$ cat config.mk
export PLATFORM = sky130hd
export DESIGN_NAME = dac4_shifter
export DESIGN_NICKNAME = d
export VERILOG_FILES = /design/src/rtl/dac4_pkg.sv /design/src/rtl/dac4_word_split.sv /design/src/rtl/dac4_dither_lane.sv /design/src/rtl/dac4_shifter.sv
export SDC_FILE = /design/constraint.sdc
export NUM_CORES = 1
export LEC_CHECK = 0
export ABC_AREA = 0
export CORE_ASPECT_RATIO = 0.75
export CORE_MARGIN = 4
export CORE_UTILIZATION = 55
export CTS_CLUSTER_DIAMETER = 50
export DETAILED_ROUTE_END_ITERATION = 10
export DONT_BUFFER_PORTS = 1
export PLACE_DENSITY = 0.71
export SYNTH_ARGS = -nofsm -noshare
export SYNTH_HDL_FRONTEND = slang
export SYNTH_HIERARCHICAL = 1
export SYNTH_SLANG_ARGS = --single-unit
$ cat constraint.sdc
create_clock -name clk -period 7.54 [get_ports clk]
set_input_delay 1.885 -clock clk [delete_from_list [all_inputs] [get_ports clk]]
set_output_delay 1.885 -clock clk [all_outputs]
set_load 0.05 [all_outputs]
$ cat src/rtl/dac4_pkg.sv
package dac4_pkg;
  parameter int NUM_CH = 4;
  parameter int CODE_W = 8;
  parameter int FRAC_W = 8;
  localparam int VAL_W  = CODE_W + FRAC_W;
  localparam int WORD_W = NUM_CH * CODE_W;
  typedef logic [CODE_W-1:0] code_t;
  typedef logic [VAL_W-1:0]  val_t;
endpackage

$ cat src/rtl/dac4_word_split.sv
module dac4_word_split
  import dac4_pkg::*;
(
  input  logic [WORD_W-1:0] word,
  output code_t             lane_byte [NUM_CH]
);
  for (genvar k = 0; k < NUM_CH; k++) begin : g_lane
    assign lane_byte[k] = word[k*CODE_W +: CODE_W];
  end
endmodule

$ cat src/rtl/dac4_dither_lane.sv
module dac4_dither_lane
  import dac4_pkg::*;
(
  input  logic  clk,
  input  logic  rst_n,
  input  logic  run,
  input  logic  wr,
  input  val_t  wval,
  output code_t code_nxt
);
  localparam logic [CODE_W-1:0] CODE_MAX = '1;

  val_t                val_q, val_d;
  logic [FRAC_W-1:0]   acc_q, acc_d;
  logic [FRAC_W:0]     sum;
  logic [CODE_W:0]     hi_inc;
  code_t               sat_code;

  always_comb begin
    sum      = {1'b0, acc_q} + {1'b0, val_q[FRAC_W-1:0]};
    hi_inc   = {1'b0, val_q[VAL_W-1:FRAC_W]} + {{CODE_W{1'b0}}, sum[FRAC_W]};
    sat_code = hi_inc[CODE_W] ? CODE_MAX : hi_inc[CODE_W-1:0];
    val_d    = val_q;
    acc_d    = acc_q;
    code_nxt = sat_code;
    if (wr) begin
      val_d    = wval;
      acc_d    = '0;
      code_nxt = wval[VAL_W-1:FRAC_W];
    end else if (run) begin
      acc_d    = sum[FRAC_W-1:0];
    end
  end

  always_ff @(posedge clk or negedge rst_n) begin
    if (!rst_n) begin
      val_q <= '0;
      acc_q <= '0;
    end else begin
      val_q <= val_d;
      acc_q <= acc_d;
    end
  end
endmodule

$ cat src/rtl/dac4_shifter.sv
module dac4_shifter
  import dac4_pkg::*;
(
  input  logic        clk,
  input  logic        rst_n,
  input  logic        mode,
  input  logic        load,
  input  logic [31:0] load_word,
  input  logic [3:0]  direct_wr,
  input  logic [63:0] direct_val,
  output logic [7:0]  dac_red,
  output logic [7:0]  dac_grn,
  output logic [7:0]  dac_blu,
  output logic [7:0]  dac_hsy
);
  code_t lane_byte [NUM_CH];
  code_t lane_dith [NUM_CH];
  code_t out_q     [NUM_CH];
  code_t out_d     [NUM_CH];

  dac4_word_split u_split (
    .word      (load_word),
    .lane_byte (lane_byte)
  );

  for (genvar k = 0; k < NUM_CH; k++) begin : g_ch
    dac4_dither_lane u_lane (
      .clk      (clk),
      .rst_n    (rst_n),
      .run      (mode),
      .wr       (direct_wr[k]),
      .wval     (direct_val[k*VAL_W +: VAL_W]),
      .code_nxt (lane_dith[k])
    );

    always_comb begin
      out_d[k] = out_q[k];
      if (mode)      out_d[k] = lane_dith[k];
      else if (load) out_d[k] = lane_byte[k];
    end

    always_ff @(posedge clk or negedge rst_n) begin
      if (!rst_n) out_q[k] <= '0;
      else        out_q[k] <= out_d[k];
    end
  end

  assign dac_red = out_q[3];
  assign dac_grn = out_q[2];
  assign dac_blu = out_q[1];
  assign dac_hsy = out_q[0];
endmodule

# == Word-level counts from Yosys, hierarchy flattened ==
# Cells that the tools add are included.
# op_classes
addsub,8
mul,0
div_mod_pow,0
n_lt_le_gt_ge,0
eq_ne,0
n_shift,0
mux,24
bitwise_logic,0
n_reduce_logical,5
# op_table
op,n
8-bit two-way mux,24
8-bit by 1-bit adder with 9-bit output,4
8-bit by 8-bit adder with 9-bit output,4
2-bit nonzero test,5
# word_totals
register_bits,128
latch_bits,0
ramBits,0
rom_bits,0
out_inout_bits,32
elab_cells,49
mem_count,0

# == Logic depth before layout (Yosys ltp) ==
# Gate-level depths: netlist (run 1).
# depth
depth_word,5
depth_mapped,15
mapped_depth_nobuf,15

# == By module ==
# The synthesis (run 1) kept the hierarchy.
# by_module_without_submodules
module,n_inst,cells_each,area_per_inst_um2,seq_area_each_um2
dac4_dither_lane (g_ch[1].u_lane ...),2,160,1491.4,600.6
dac4_dither_lane (g_ch[0].u_lane ...),2,160,1490.2,600.6
dac4_shifter,1,139,1515.2,800.8
dac4_word_split,1,32,240.2,0.0

# == Worst setup path before layout (run 1) ==
# OpenSTA, ideal clock, no wires.
# synth_timing
path_kind,reg2reg
from,register g_ch[2].u_lane.val_q[0]
to,register out_q (netlist bit dac_grn[6])
setup_ps,120
t_arrival_ps,2716
t_required_ps,7420
slack_ps,4703
path_stages_with_launch,16
n_path_buf,0
synth_period_minus_slack_ps,2837
cell_sequence,dfrtp_1 > ha_1 > inv_1 > fa_1 > nand2b_1 > a21oi_1 > o31ai_1 > o21ai_0 > ha_1 > ha_1 > nand4_2 > or3_1 > o21ai_1 > o21ai_1 > nand2_1 > o21ai_2
# synth_lines
element,line_no,source
from (decl),dac4_dither_lane.sv:13,"val_t val_q, val_d;"
from (signal assigned),dac4_dither_lane.sv:40,val_q <= val_d;
"to (signal, indexed assignment)",dac4_shifter.sv:44,else out_q[k] <= out_d[k];
to (decl),dac4_shifter.sv:18,code_t out_q [NUM_CH];

==> key figures, run 1 <==
Timing
  – Period minus WS final: 3.32 ns
  – Max Freq: 301 MHz
  – Final hold violation count: 0
  – RSZ-0062 raised after global routing: no
  – Hold WS: 0.481 ns
  – Tcrit/Tclk final: 44.0%
  – Slew Viols, Final: 0
  – Clk_skew: 0.00742 ns
  – Count of final setup violators: 0
  – Setup_tns: 0 ns
  – Max-slew headroom: 64.4%
  – Worst Tran Pin Value: 0.533 ns

Global routing
  – Grt ovf: 0
  – Total track usage: 20.7%
  – Initial antenna violation count: 0
  – First-pass GRT wire length: 27,100 microns
  – Number of global-route vias before repair: about 5,700
  – Largest net degree at the start of global routing: around 130

Final layout
  – Nets: 915
  – ANT cells: 0
  – Share of cells above drive strength 1: 9.78%
  – Post-layout util: roughly three fifths
  – Syn-to-layout area delta: 4.13%
  – Layout filler cell count: 1,152

Clock network
  – H-tree levels: 4
  – Clock root cell: clkbuf_16
  – Post-CTS Setup Inserts: 0
  – CTS clock-pin slew for the worst setup and hold paths: about 0.05 ns
  – CTS Buf Count: 17
  – Clk_lat worst skew: between 0.4 and 0.5 ns
  – PostCTS Resize Cnt: 0
  – Hold-fix buffers at CTS: 0
  – CTS Sinks: 128
  – Max Root-Sink Buffers: 2
  – CTS tree: built

Synth
  – Synth Area in Adders: 7.52%
  – Simple-Gate Fraction of Synth Area: 14.3%
  – Avg Inst Size Synth: 9.52 sq um
  – Synth Area in XOR/XNOR: 2.27%
  – Post-synth top area share: approximately 41%
  – Compound-Gate Fraction of Synth Area: 15.9%
  – Top cells by area, synth: dfrtp_1, ha_1, o21ai_0
  – Syn nets: 959
  – Mapped Cells: approximately 810
  – Synth Flop Type: dfrtp_1
  – Register area share after synthesis: 41.5%
  – Seq cells post-synth: 128
  – Netlist cell types: 40
  – Mux cell area share after synthesis: 10.7%
  – Area leader, netlist: dfrtp_1
  – Post-synth EDFFs: 0
  – Most frequent cell after synthesis: dfrtp_1
  – Synthesized area: 7720 sq um
  – Synth cell count leaders: dfrtp_1, o21ai_0, nand2_1
  – Largest family of logic cells by synthesized area: compound AO/OA/AOI/OAI gates
  – Asr flop ratio synth: between 90% and 100%
  – Yosys warning count: 6

Setup path
  – Setup crit end kind: register
  – Worst path arrival time: 3.65 ns
  – Reg2reg start: g_ch[3].u_lane/val_q[0]$_DFFE_PN0P_
  – Most used cell, CP: ha_1
  – Max stage delay on crit path: 0.41 ns
  – CP cell instances: ha_1 > inv_1 > fa_1 > nand2b_1 > a21oi_1 > o31ai_1 > o21ai_0 > ha_1 > ha_1 > nand4_2 > nor2_1 > nor3_1 > o21ai_0 > nand2_1 > o21ai_1
  – R2R cell count: 15
  – Slowest CP cell: fa_1
  – Crit path max-delay family: adder cells
  – Worst Path Required: 7.88 ns
  – Reg2reg setup slack: ~4.2 ns
  – Crit path buf inv count: 1
  – Worst R2R End: dac_red[5]$_DFFE_PN0P_
  – CP max FO: 6
  – CP startpoint kind: register
  – Crit Path Class: reg2reg

Route
  – DR pass1 iterations: 5
  – Drt total wl: 16,200 microns
  – Post-DRT Antenna Nets: 0
  – Vias/cell: between 5 and 6
  – Starting DRC count in detailed routing: 294
  – Via count: between 5,000 and 6,000
  – Post-DR wirelength/cell: roughly 17 microns
  – DR DRC count: 0

Die
  – FP Rows: 37
  – Die span in x: 145 microns
  – Die height: 111 microns
  – Initial Util: a little under three fifths
  – Die area: between 15,000 and 20,000 sq um
  – Placeable Area: 13,700 sq um
  – I/O pin cnt: 136

Pwr
  – PD cells: 258 nW/um^2
  – Peak VDD IR: approximately 0.00017 V
  – Total power: 2.07 mW
  – Leakage: 3.68 nW

Run
  – Max_cap viols: 0

Worst hold path
  – Min-Delay Endpoint: g_ch[0].u_lane/acc_q[3]$_DFFE_PN0P_
  – Hold Crit Depth: 2
  – Min-Delay Startpoint: g_ch[0].u_lane/acc_q[3]$_DFFE_PN0P_
  – Worst hold path type: reg2reg

Placed design
  – # port buffers: 0
  – Detailed placement HPWL: 11,300 microns
  – Routability congestion estimate: 0.819

Run status
  – Status: finished clean
## through the flow
| step | instances | instance area [sq um] | setup slack [ns] |
|---|---|---|---|
| after floorplan | 811 | 7720 | 4.70 |
| after global placement | 923 | 7500 | 4.40 |
| after detailed placement | 923 | 7500 | 4.30 |
| after CTS | 952 | 8040 | 4.29 |
| after global routing | 952 | 8040 | 3.98 |
| final | 952 | 8040 | 4.22 |
## registers in the layout, summed over array words and instances, names as in the netlist
| signal | count |
|---|---|
| dac_red | 8 |
| dac_grn | 8 |
| dac_hsy | 8 |
| dac_blu | 8 |
| g_ch.u_lane/val_q | 64 |
| g_ch.u_lane/acc_q | 32 |
## worst min-delay path, cell delays in order (launching register included)
cell     delay [ns]
dfrtp_1        0.34
nand2_1        0.05
o31ai_1        0.06
## cells by family (layout without fill, tap and decap cells)
family	count (synthesis)	count (layout)
AO/OA/AOI/OAI	214	214
XOR/XNOR	20	20
adder cells (fa/ha/maj)	44	44
buffers and inverters	107	73
flip-flops	128	128
multiplexers	78	78
AND/OR/NAND/NOR	220	220
## layout make-up
class,instances,area (sq um),area share (%)
clock inverter,5,30.0,0.374
tap,175,219,2.72
inverter,44,165,2.05
multi-input combinational,576,3910,48.6
sequential,128,3200,39.9
clock buffer,24,512,6.37
## routing by layer
| metal | GRT usage (%) | wire (microns) | up-vias |
|---|---|---|---|
| li1 | - | - | 2740 |
| met1 | 27.1 | 7290 | 2700 |
| met2 | 32.3 | 7630 | 141 |
| met3 | 7.71 | 1100 | 15 |
| met4 | 5.47 | 166 | 0 |
| met5 | 0 | 0 | - |
## power breakdown
part | switching (mW) | internal (mW) | leakage, nW
clock network | 0.286 | 0.465 | 0.266
registers | 0.142 | 0.772 | 1.58
logic | 0.214 | 0.195 | 1.83
## cell usage in the layout (no fill, tap or decap), drive strengths merged, types with 12 or more instances in the layout
master | netlist | layout
o21ai | 136 | 136
dfrtp | 128 | 128
nand2 | 92 | 92
nor2 | 48 | 48
mux2i | 44 | 44
inv | 44 | 44
ha | 40 | 40
mux2 | 34 | 34
clkbuf | 8 | 24
a21oi | 20 | 20
nand2b | 20 | 20
a211oi | 18 | 18
nand3 | 12 | 12
nor3 | 12 | 12
o31ai | 12 | 12
xnor2 | 12 | 12
## how the worst max path moves through the flow
| stage | startpoint | end | cells past startpoint |
|---|---|---|---|
| 3_5_place_dp | g_ch[3].u_lane/val_q[0]$_DFFE_PN0P_ | dac_red[6]$_DFFE_PN0P_ | 15 |
| 5_1_grt | g_ch[3].u_lane/val_q[0]$_DFFE_PN0P_ | dac_red[1]$_DFFE_PN0P_ | 15 |
| 4_1_cts | g_ch[3].u_lane/val_q[0]$_DFFE_PN0P_ | dac_red[2]$_DFFE_PN0P_ | 15 |
| 2_1_floorplan | g_ch[2].u_lane/val_q[0]$_DFFE_PN0P_ | dac_grn[6]$_DFFE_PN0P_ | 15 |
| 6_report | g_ch[3].u_lane/val_q[0]$_DFFE_PN0P_ | dac_red[5]$_DFFE_PN0P_ | 15 |
| 3_3_place_gp | g_ch[3].u_lane/val_q[0]$_DFFE_PN0P_ | dac_red[6]$_DFFE_PN0P_ | 15 |
(Power assumes the default switching activity.)
==> run 2, diff against run 1 <==
--- a/config.mk
+++ b/config.mk
@@ -12,7 +12,7 @@
 export CTS_CLUSTER_DIAMETER = 50
 export DETAILED_ROUTE_END_ITERATION = 10
 export DONT_BUFFER_PORTS = 1
-export PLACE_DENSITY = 0.71
+export PLACE_DENSITY = 0.74
 export SYNTH_ARGS = -nofsm -noshare
 export SYNTH_HDL_FRONTEND = slang
 export SYNTH_HIERARCHICAL = 1
==> constraint.sdc (replaced) <==
create_clock -name clk -period 2.7 [get_ports clk]
set_input_delay 0.675 -clock clk [delete_from_list [all_inputs] [get_ports clk]]
set_output_delay 0.675 -clock clk [all_outputs]
set_load 0.05 [all_outputs]
==> key figures, run 2 (synthesis gave the netlist of run 1 again) <==
Setup path
  – CP max FO: 4
  – Worst R2R End: dac_hsy[6]$_DFFE_PN0P_
  – Reg2reg setup slack: -0.10 ns
  – Crit path buf inv count: 1
  – Critical Path Sink: dac_hsy[6]$_DFFE_PN0P_
  – Crit Path Class: reg2reg
  – Crit path max-delay family: adder cells
  – Setup crit end kind: register
  – Worst Path Required: between 2 and 3 ns
  – R2R cell count: 15
  – Crit path depth: 15
  – Reg2reg start: g_ch[0].u_lane/acc_q[0]$_DFFE_PN0P_
  – Slowest CP cell: or3_4
  – CP Launch Point: g_ch[0].u_lane/acc_q[0]$_DFFE_PN0P_
  – Most used cell, CP: o21ai_1
  – Max stage delay on crit path: 0.38 ns
  – CP startpoint kind: register
  – Worst path arrival time: 3.09 ns
  – CP cell instances: ha_2 > inv_2 > fa_2 > nand2b_4 > a21oi_4 > o31ai_2 > o21ai_1 > ha_2 > ha_4 > nand4_4 > or3_4 > o21ai_2 > o21ai_1 > nand2_1 > o21ai_1

Global routing
  – Largest net degree at the start of global routing: 129
  – Number of global-route vias before repair: 6,193
  – Initial antenna violation count: 0
  – Total track usage: 23.3%
  – First-pass GRT wire length: 30,300 microns
  – Grt ovf: 0

Route
  – Vias/cell: 5.91
  – Starting DRC count in detailed routing: 296
  – DR pass1 iterations: 4
  – Via count: between 5,000 and 6,000
  – Post-DRT Antenna Nets: 0
  – Drt total wl: between 15,000 and 20,000 microns
  – Post-DR wirelength/cell: 18.1 microns
  – DR DRC count: 0

Timing
  – Tcrit/Tclk final: 104%
  – Hold WS: -0.0449 ns
  – Max Freq: about 360 MHz
  – Slew Viols, Final: 0
  – Setup_tns: -0.585 ns
  – Final hold violation count: about 130
  – Setup ws final: -0.100 ns
  – Clk_skew: 0.00699 ns
  – Period minus WS final: approximately 2.8 ns
  – RSZ-0062 raised after global routing: yes
  – Max-slew headroom: between 60% and 70%
  – Worst Tran Pin Value: 0.551 ns
  – Count of final setup violators: 9

Final layout
  – Syn-to-layout area delta: 15.3%
  – Layout filler cell count: 1,085
  – Max reg flops: 64
  – Share of cells above drive strength 1: 23.5%
  – Largest registers: g_ch.u_lane/val_q: 64 flops, g_ch.u_lane/acc_q: 32 flops
  – Post-layout util: 64.7%
  – Reg with most FFs: g_ch.u_lane/val_q
  – Nets: 968
  – Most frequent cells in the layout: dfrtp_1, nand2_1, o21ai_0, o21ai_1, buf_4
  – ANT cells: 0
  – Commonest non-fill, non-tap cell in the layout: dfrtp_1

Placed design
  – Routability congestion estimate: 0.862
  – Setup WS pre-CTS: -0.182 ns
  – Detailed placement HPWL: about 12,000 microns
  – # port buffers: 0

Worst hold path
  – Worst hold path type: in2async

Die
  – Die height: 111 microns
  – I/O pin cnt: 136
  – Placeable Area: 13,700 sq um
  – Die area: 16,000 sq um
  – Initial Util: 56.1%
  – FP Rows: 37
  – Die span in x: 145 microns

Run status
  – Status: finished, violations left
  – Failing checks: hold timing, setup timing

Clock network
  – CTS clock-pin slew for the worst setup and hold paths: ~0.060 ns
  – CTS Buf Count: 17
  – Clk_lat worst skew: 0.41 ns
  – CTS Sinks: 128
  – Max Root-Sink Buffers: 2
  – CTS tree: built
  – H-tree levels: 4
  – Clock root cell: clkbuf_16

Run
  – Max_cap viols: 0

Pwr
  – Peak VDD IR: 0.000528 V
  – PD cells: 709 nW/um^2
  – Leakage: 3.99 nW
  – Total power: ~6.3 mW
run 2: repair_timing:
item	in CTS	in global routing
buffers inserted	10	12
pin swaps	15	47
gates cloned	0	0
gates resized for setup	24	70
setup endpoints to repair	28	30
hold endpoints to repair	128	128
run 2: report_power, final:
group          internal (mW)  switching (mW)  total (mW)
Clock                   1.47           0.834        2.30
Combinational          0.717           0.717        1.43
Sequential              2.15           0.422        2.58
run 2: how the worst min path moves through the flow:
stage / start / end / slack (ns) / cells after the start
CTS: rst_n / g_ch[0].u_lane/acc_q[6]$_DFFE_PN0P_ / -0.06 / 0
global placement: rst_n / g_ch[0].u_lane/acc_q[4]$_DFFE_PN0P_ / 0.38 / 0
floorplan: rst_n / dac_blu[0]$_DFFE_PN0P_ / 0.38 / 0
detailed placement: rst_n / g_ch[0].u_lane/acc_q[6]$_DFFE_PN0P_ / 0.38 / 0
global route: rst_n / g_ch[0].u_lane/acc_q[6]$_DFFE_PN0P_ / -0.07 / 0
finish: rst_n / g_ch[0].u_lane/val_q[4]$_DFFE_PN0P_ / -0.04 / 0
run 2: layer usage:
| metal | up-vias | part of all wire, % | track usage (%) |
|---|---|---|---|
| met3 | 31 | 5.8 | 7.23 |
| met4 | 0 | 2.0 | 6.46 |
| met1 | 2897 | 44 | 30.9 |
| met5 | - | 0 | 0 |
| met2 | 183 | 48 | 36.8 |
| li1 | 2845 | - | - |
run 2: final cells by class:
cell class	instances	area, sq um	share of cell area (%)
Inverter	44	165	1.86
Sequential cell	128	3200	36.0
Tap cell	175	219	2.46
Multi-Input combinational cell	576	4290	48.2
Clock buffer	21	450	5.06
Clock inverter	11	139	1.56
Timing Repair Buffer	53	432	4.85
run 2: through the flow:
stage	instance area, sq um	instances
final	8900	1008
after global routing	8900	1008
after CTS	8620	998
after detailed placement	7890	956
after global placement	7890	956
after floorplan	7870	811
==> run 3, diff against run 2 <==
--- a/config.mk
+++ b/config.mk
@@ -6,12 +6,13 @@
 export NUM_CORES = 1
 export LEC_CHECK = 0
 export ABC_AREA = 0
-export CORE_ASPECT_RATIO = 0.75
+export CORE_ASPECT_RATIO = 2
 export CORE_MARGIN = 4
 export CORE_UTILIZATION = 55
 export CTS_CLUSTER_DIAMETER = 50
 export DETAILED_ROUTE_END_ITERATION = 10
 export DONT_BUFFER_PORTS = 1
+export HOLD_SLACK_MARGIN = 0.08
 export PLACE_DENSITY = 0.74
 export SYNTH_ARGS = -nofsm -noshare
 export SYNTH_HDL_FRONTEND = slang
==> key figures, run 3 (synthesis gave the netlist of run 1 again) <==
Run status
  – Status: finished, violations left
  – Failing checks: hold timing, setup timing

Final layout
  – ANT cells: 0
  – Max reg flops: 64
  – Nets: 953
  – Non-filler cells, final: 1,002
  – Most frequent cells in the layout: dfrtp_1, nand2_1, o21ai_0, o21ai_1, mux2i_1
  – Largest registers: g_ch.u_lane/val_q: 64 flops, g_ch.u_lane/acc_q: 32 flops
  – Commonest non-fill, non-tap cell in the layout: dfrtp_1
  – Share of cells above drive strength 1: 21.5%
  – Reg with most FFs: g_ch.u_lane/val_q
  – Syn-to-layout area delta: 13.3%

Pwr
  – Sw Share: 30.4%
  – Total power: 6.22 mW
  – Leakage: a little under 4 nW
  – P_sw: ~1.9 mW
  – Int Pwr: approximately 4.3 mW
  – Clock power share: between 30% and 40%
  – Power share of the sequential group: between 40% and 50%
  – Gate power share: 22.1%
  – Peak VDD IR: 0.000507 V
  – PD cells: 712 nW/um^2

Clock network
  – CTS Sinks: 128
  – Clk_lat worst skew: 0.40 ns
  – CTS tree: built
  – CTS Buf Count: 17
  – CTS clock-pin slew for the worst setup and hold paths: 0.06 ns
  – Clock root cell: clkbuf_16
  – H-tree levels: 4
  – Max Root-Sink Buffers: 2

Timing
  – Period minus WS final: 2.78 ns
  – Max-slew headroom: 62.9%
  – Count of final setup violators: 8
  – Clk_skew: 0.0103 ns
  – Slew Viols, Final: 0
  – RSZ-0062 raised after global routing: yes
  – Final hold violation count: 128
  – Setup ws final: -0.0762 ns
  – Tcrit/Tclk final: 103%
  – Hold WS: -0.0352 ns
  – Worst Tran Pin Value: 0.556 ns
  – Max Freq: 360 MHz
  – Setup_tns: -0.397 ns

Die
  – FP Rows: 61
  – Initial Util: 55.9%
  – Die height: 176 microns
  – Placeable Area: 13,800 sq um
  – Die area: 16,100 sq um
  – I/O pin cnt: 136
  – Die span in x: 91.8 microns

Setup path
  – Slowest CP cell: or3_4
  – CP startpoint kind: register
  – Crit Path Class: reg2reg
  – Setup crit end kind: register
  – CP cell instances: ha_2 > inv_2 > fa_2 > nand2b_4 > a21oi_4 > o31ai_1 > o21ai_1 > ha_2 > ha_4 > nand4_4 > or3_4 > o21ai_2 > o21ai_1 > nand2_1 > o21ai_2
  – CP max FO: 4
  – Worst Path Required: 2.98 ns
  – Max stage delay on crit path: approximately 0.36 ns
  – R2R cell count: 15
  – Worst path arrival time: 3.06 ns

Global routing
  – Grt ovf: 0
  – Number of global-route vias before repair: 6,133
  – Total track usage: 21.8%
  – Largest net degree at the start of global routing: about 130
  – Initial antenna violation count: 0
  – First-pass GRT wire length: 28,400 microns

Route
  – Drt total wl: 17,600 microns
  – Via count: 5,859
  – Starting DRC count in detailed routing: ~270
  – Vias/cell: 5.85
  – DR DRC count: 0
  – Post-DR wirelength/cell: 17.6 microns
  – Post-DRT Antenna Nets: 0
  – DR pass1 iterations: 5

Placed design
  – Setup WS pre-CTS: -0.179 ns
  – Detailed placement HPWL: 12,400 microns
  – Routability congestion estimate: about 0.95
  – Placed instance count: ~960
  – # port buffers: 0

Run
  – Max_cap viols: 0

Worst hold path
  – Worst hold path type: in2async
==> run 3: cell count changes in the layout (fill, tap and decap cells not counted), moves of 2 or more <==
| cell | before | now |
|---|---|---|
| o21ai_0 | 65 | 67 |
| o31ai_2 | 5 | 2 |
| buf_4 | 44 | 30 |
| clkinv_2 | 5 | 3 |
| clkbuf_8 | 1 | 3 |
| clkbuf_1 | 3 | 0 |
| o31ai_1 | 7 | 10 |
| o21ai_1 | 58 | 56 |
==> run 3: worst paths after layout <==
| check | from | endpoint | slack, ns |
|---|---|---|---|
| worst max-delay path | g_ch[2].u_lane/acc_q[0]$_DFFE_PN0P_ | dac_grn[6]$_DFFE_PN0P_ | -0.08 |
| worst min-delay path | rst_n | g_ch[3].u_lane/val_q[4]$_DFFE_PN0P_ | -0.04 |
| worst max register to register | g_ch[2].u_lane/acc_q[0]$_DFFE_PN0P_ | dac_grn[6]$_DFFE_PN0P_ | -0.08 |
| worst min register to register | g_ch[1].u_lane/acc_q[3]$_DFFE_PN0P_ | g_ch[1].u_lane/acc_q[3]$_DFFE_PN0P_ | 0.49 |
| max in group asynchronous | rst_n | g_ch[2].u_lane/val_q[14]$_DFFE_PN0P_ | 2.59 |
| min in group clk | direct_wr[0] | g_ch[0].u_lane/acc_q[2]$_DFFE_PN0P_ | 0.33 |
==> run 3: area by class of cell <==
class                           instances  area, sq um
Clock inverter                          7          113
Clock buffer                           20          467
Tap cell                              189          236
Inverter                               44          165
Multi-Input combinational cell        576         4240
Sequential cell                       128         3200
Timing Repair Buffer                   38          315
Fill cell                            1061         5070
==> run 3: timing repair <==
item	4_1_cts	5_1_grt
hold endpoints to repair	128	128
buffers inserted	8	7
pin swaps	17	41
setup endpoints to repair	28	31
gates resized for setup	19	68
==> run 3: worst max-delay path: cells and delay by family (launching register included) <==
kind | cells | cell delay, ns
adder cells (fa/ha/maj) | 4 | 0.92
AND/OR/NAND/NOR | 4 | 0.75
AO/OA/AOI/OAI | 6 | 0.61
flip-flops | 1 | 0.35
buffers and inverters | 1 | 0.04
==> run 3: stage by stage <==
stage	util [%]	cell area, sq um
after floorplan	-	7870
after global placement	56.9	7870
after detailed placement	56.9	7870
after CTS	61.9	8550
after global routing	63.3	8740
final	63.3	8740
==> run 3: routing by layer <==
metal | vias up | GRT usage [%] | wire, microns
met5 | - | 0 | 0
met4 | 0 | 8.37 | 421
met3 | 28 | 4.63 | 830
met2 | 174 | 40.9 | 9810
met1 | 2846 | 23.4 | 6580
li1 | 2811 | - | -
==> run 3: power by group through the flow <==
stage	clock network, mW	registers (mW)	logic, mW
2_1_floorplan	0	2.53	1.09
6_report	2.28	2.57	1.38
5_1_grt	2.41	2.59	1.55
3_3_place_gp	0	2.58	1.20
3_5_place_dp	0	2.60	1.26
4_1_cts	2.33	2.56	1.29
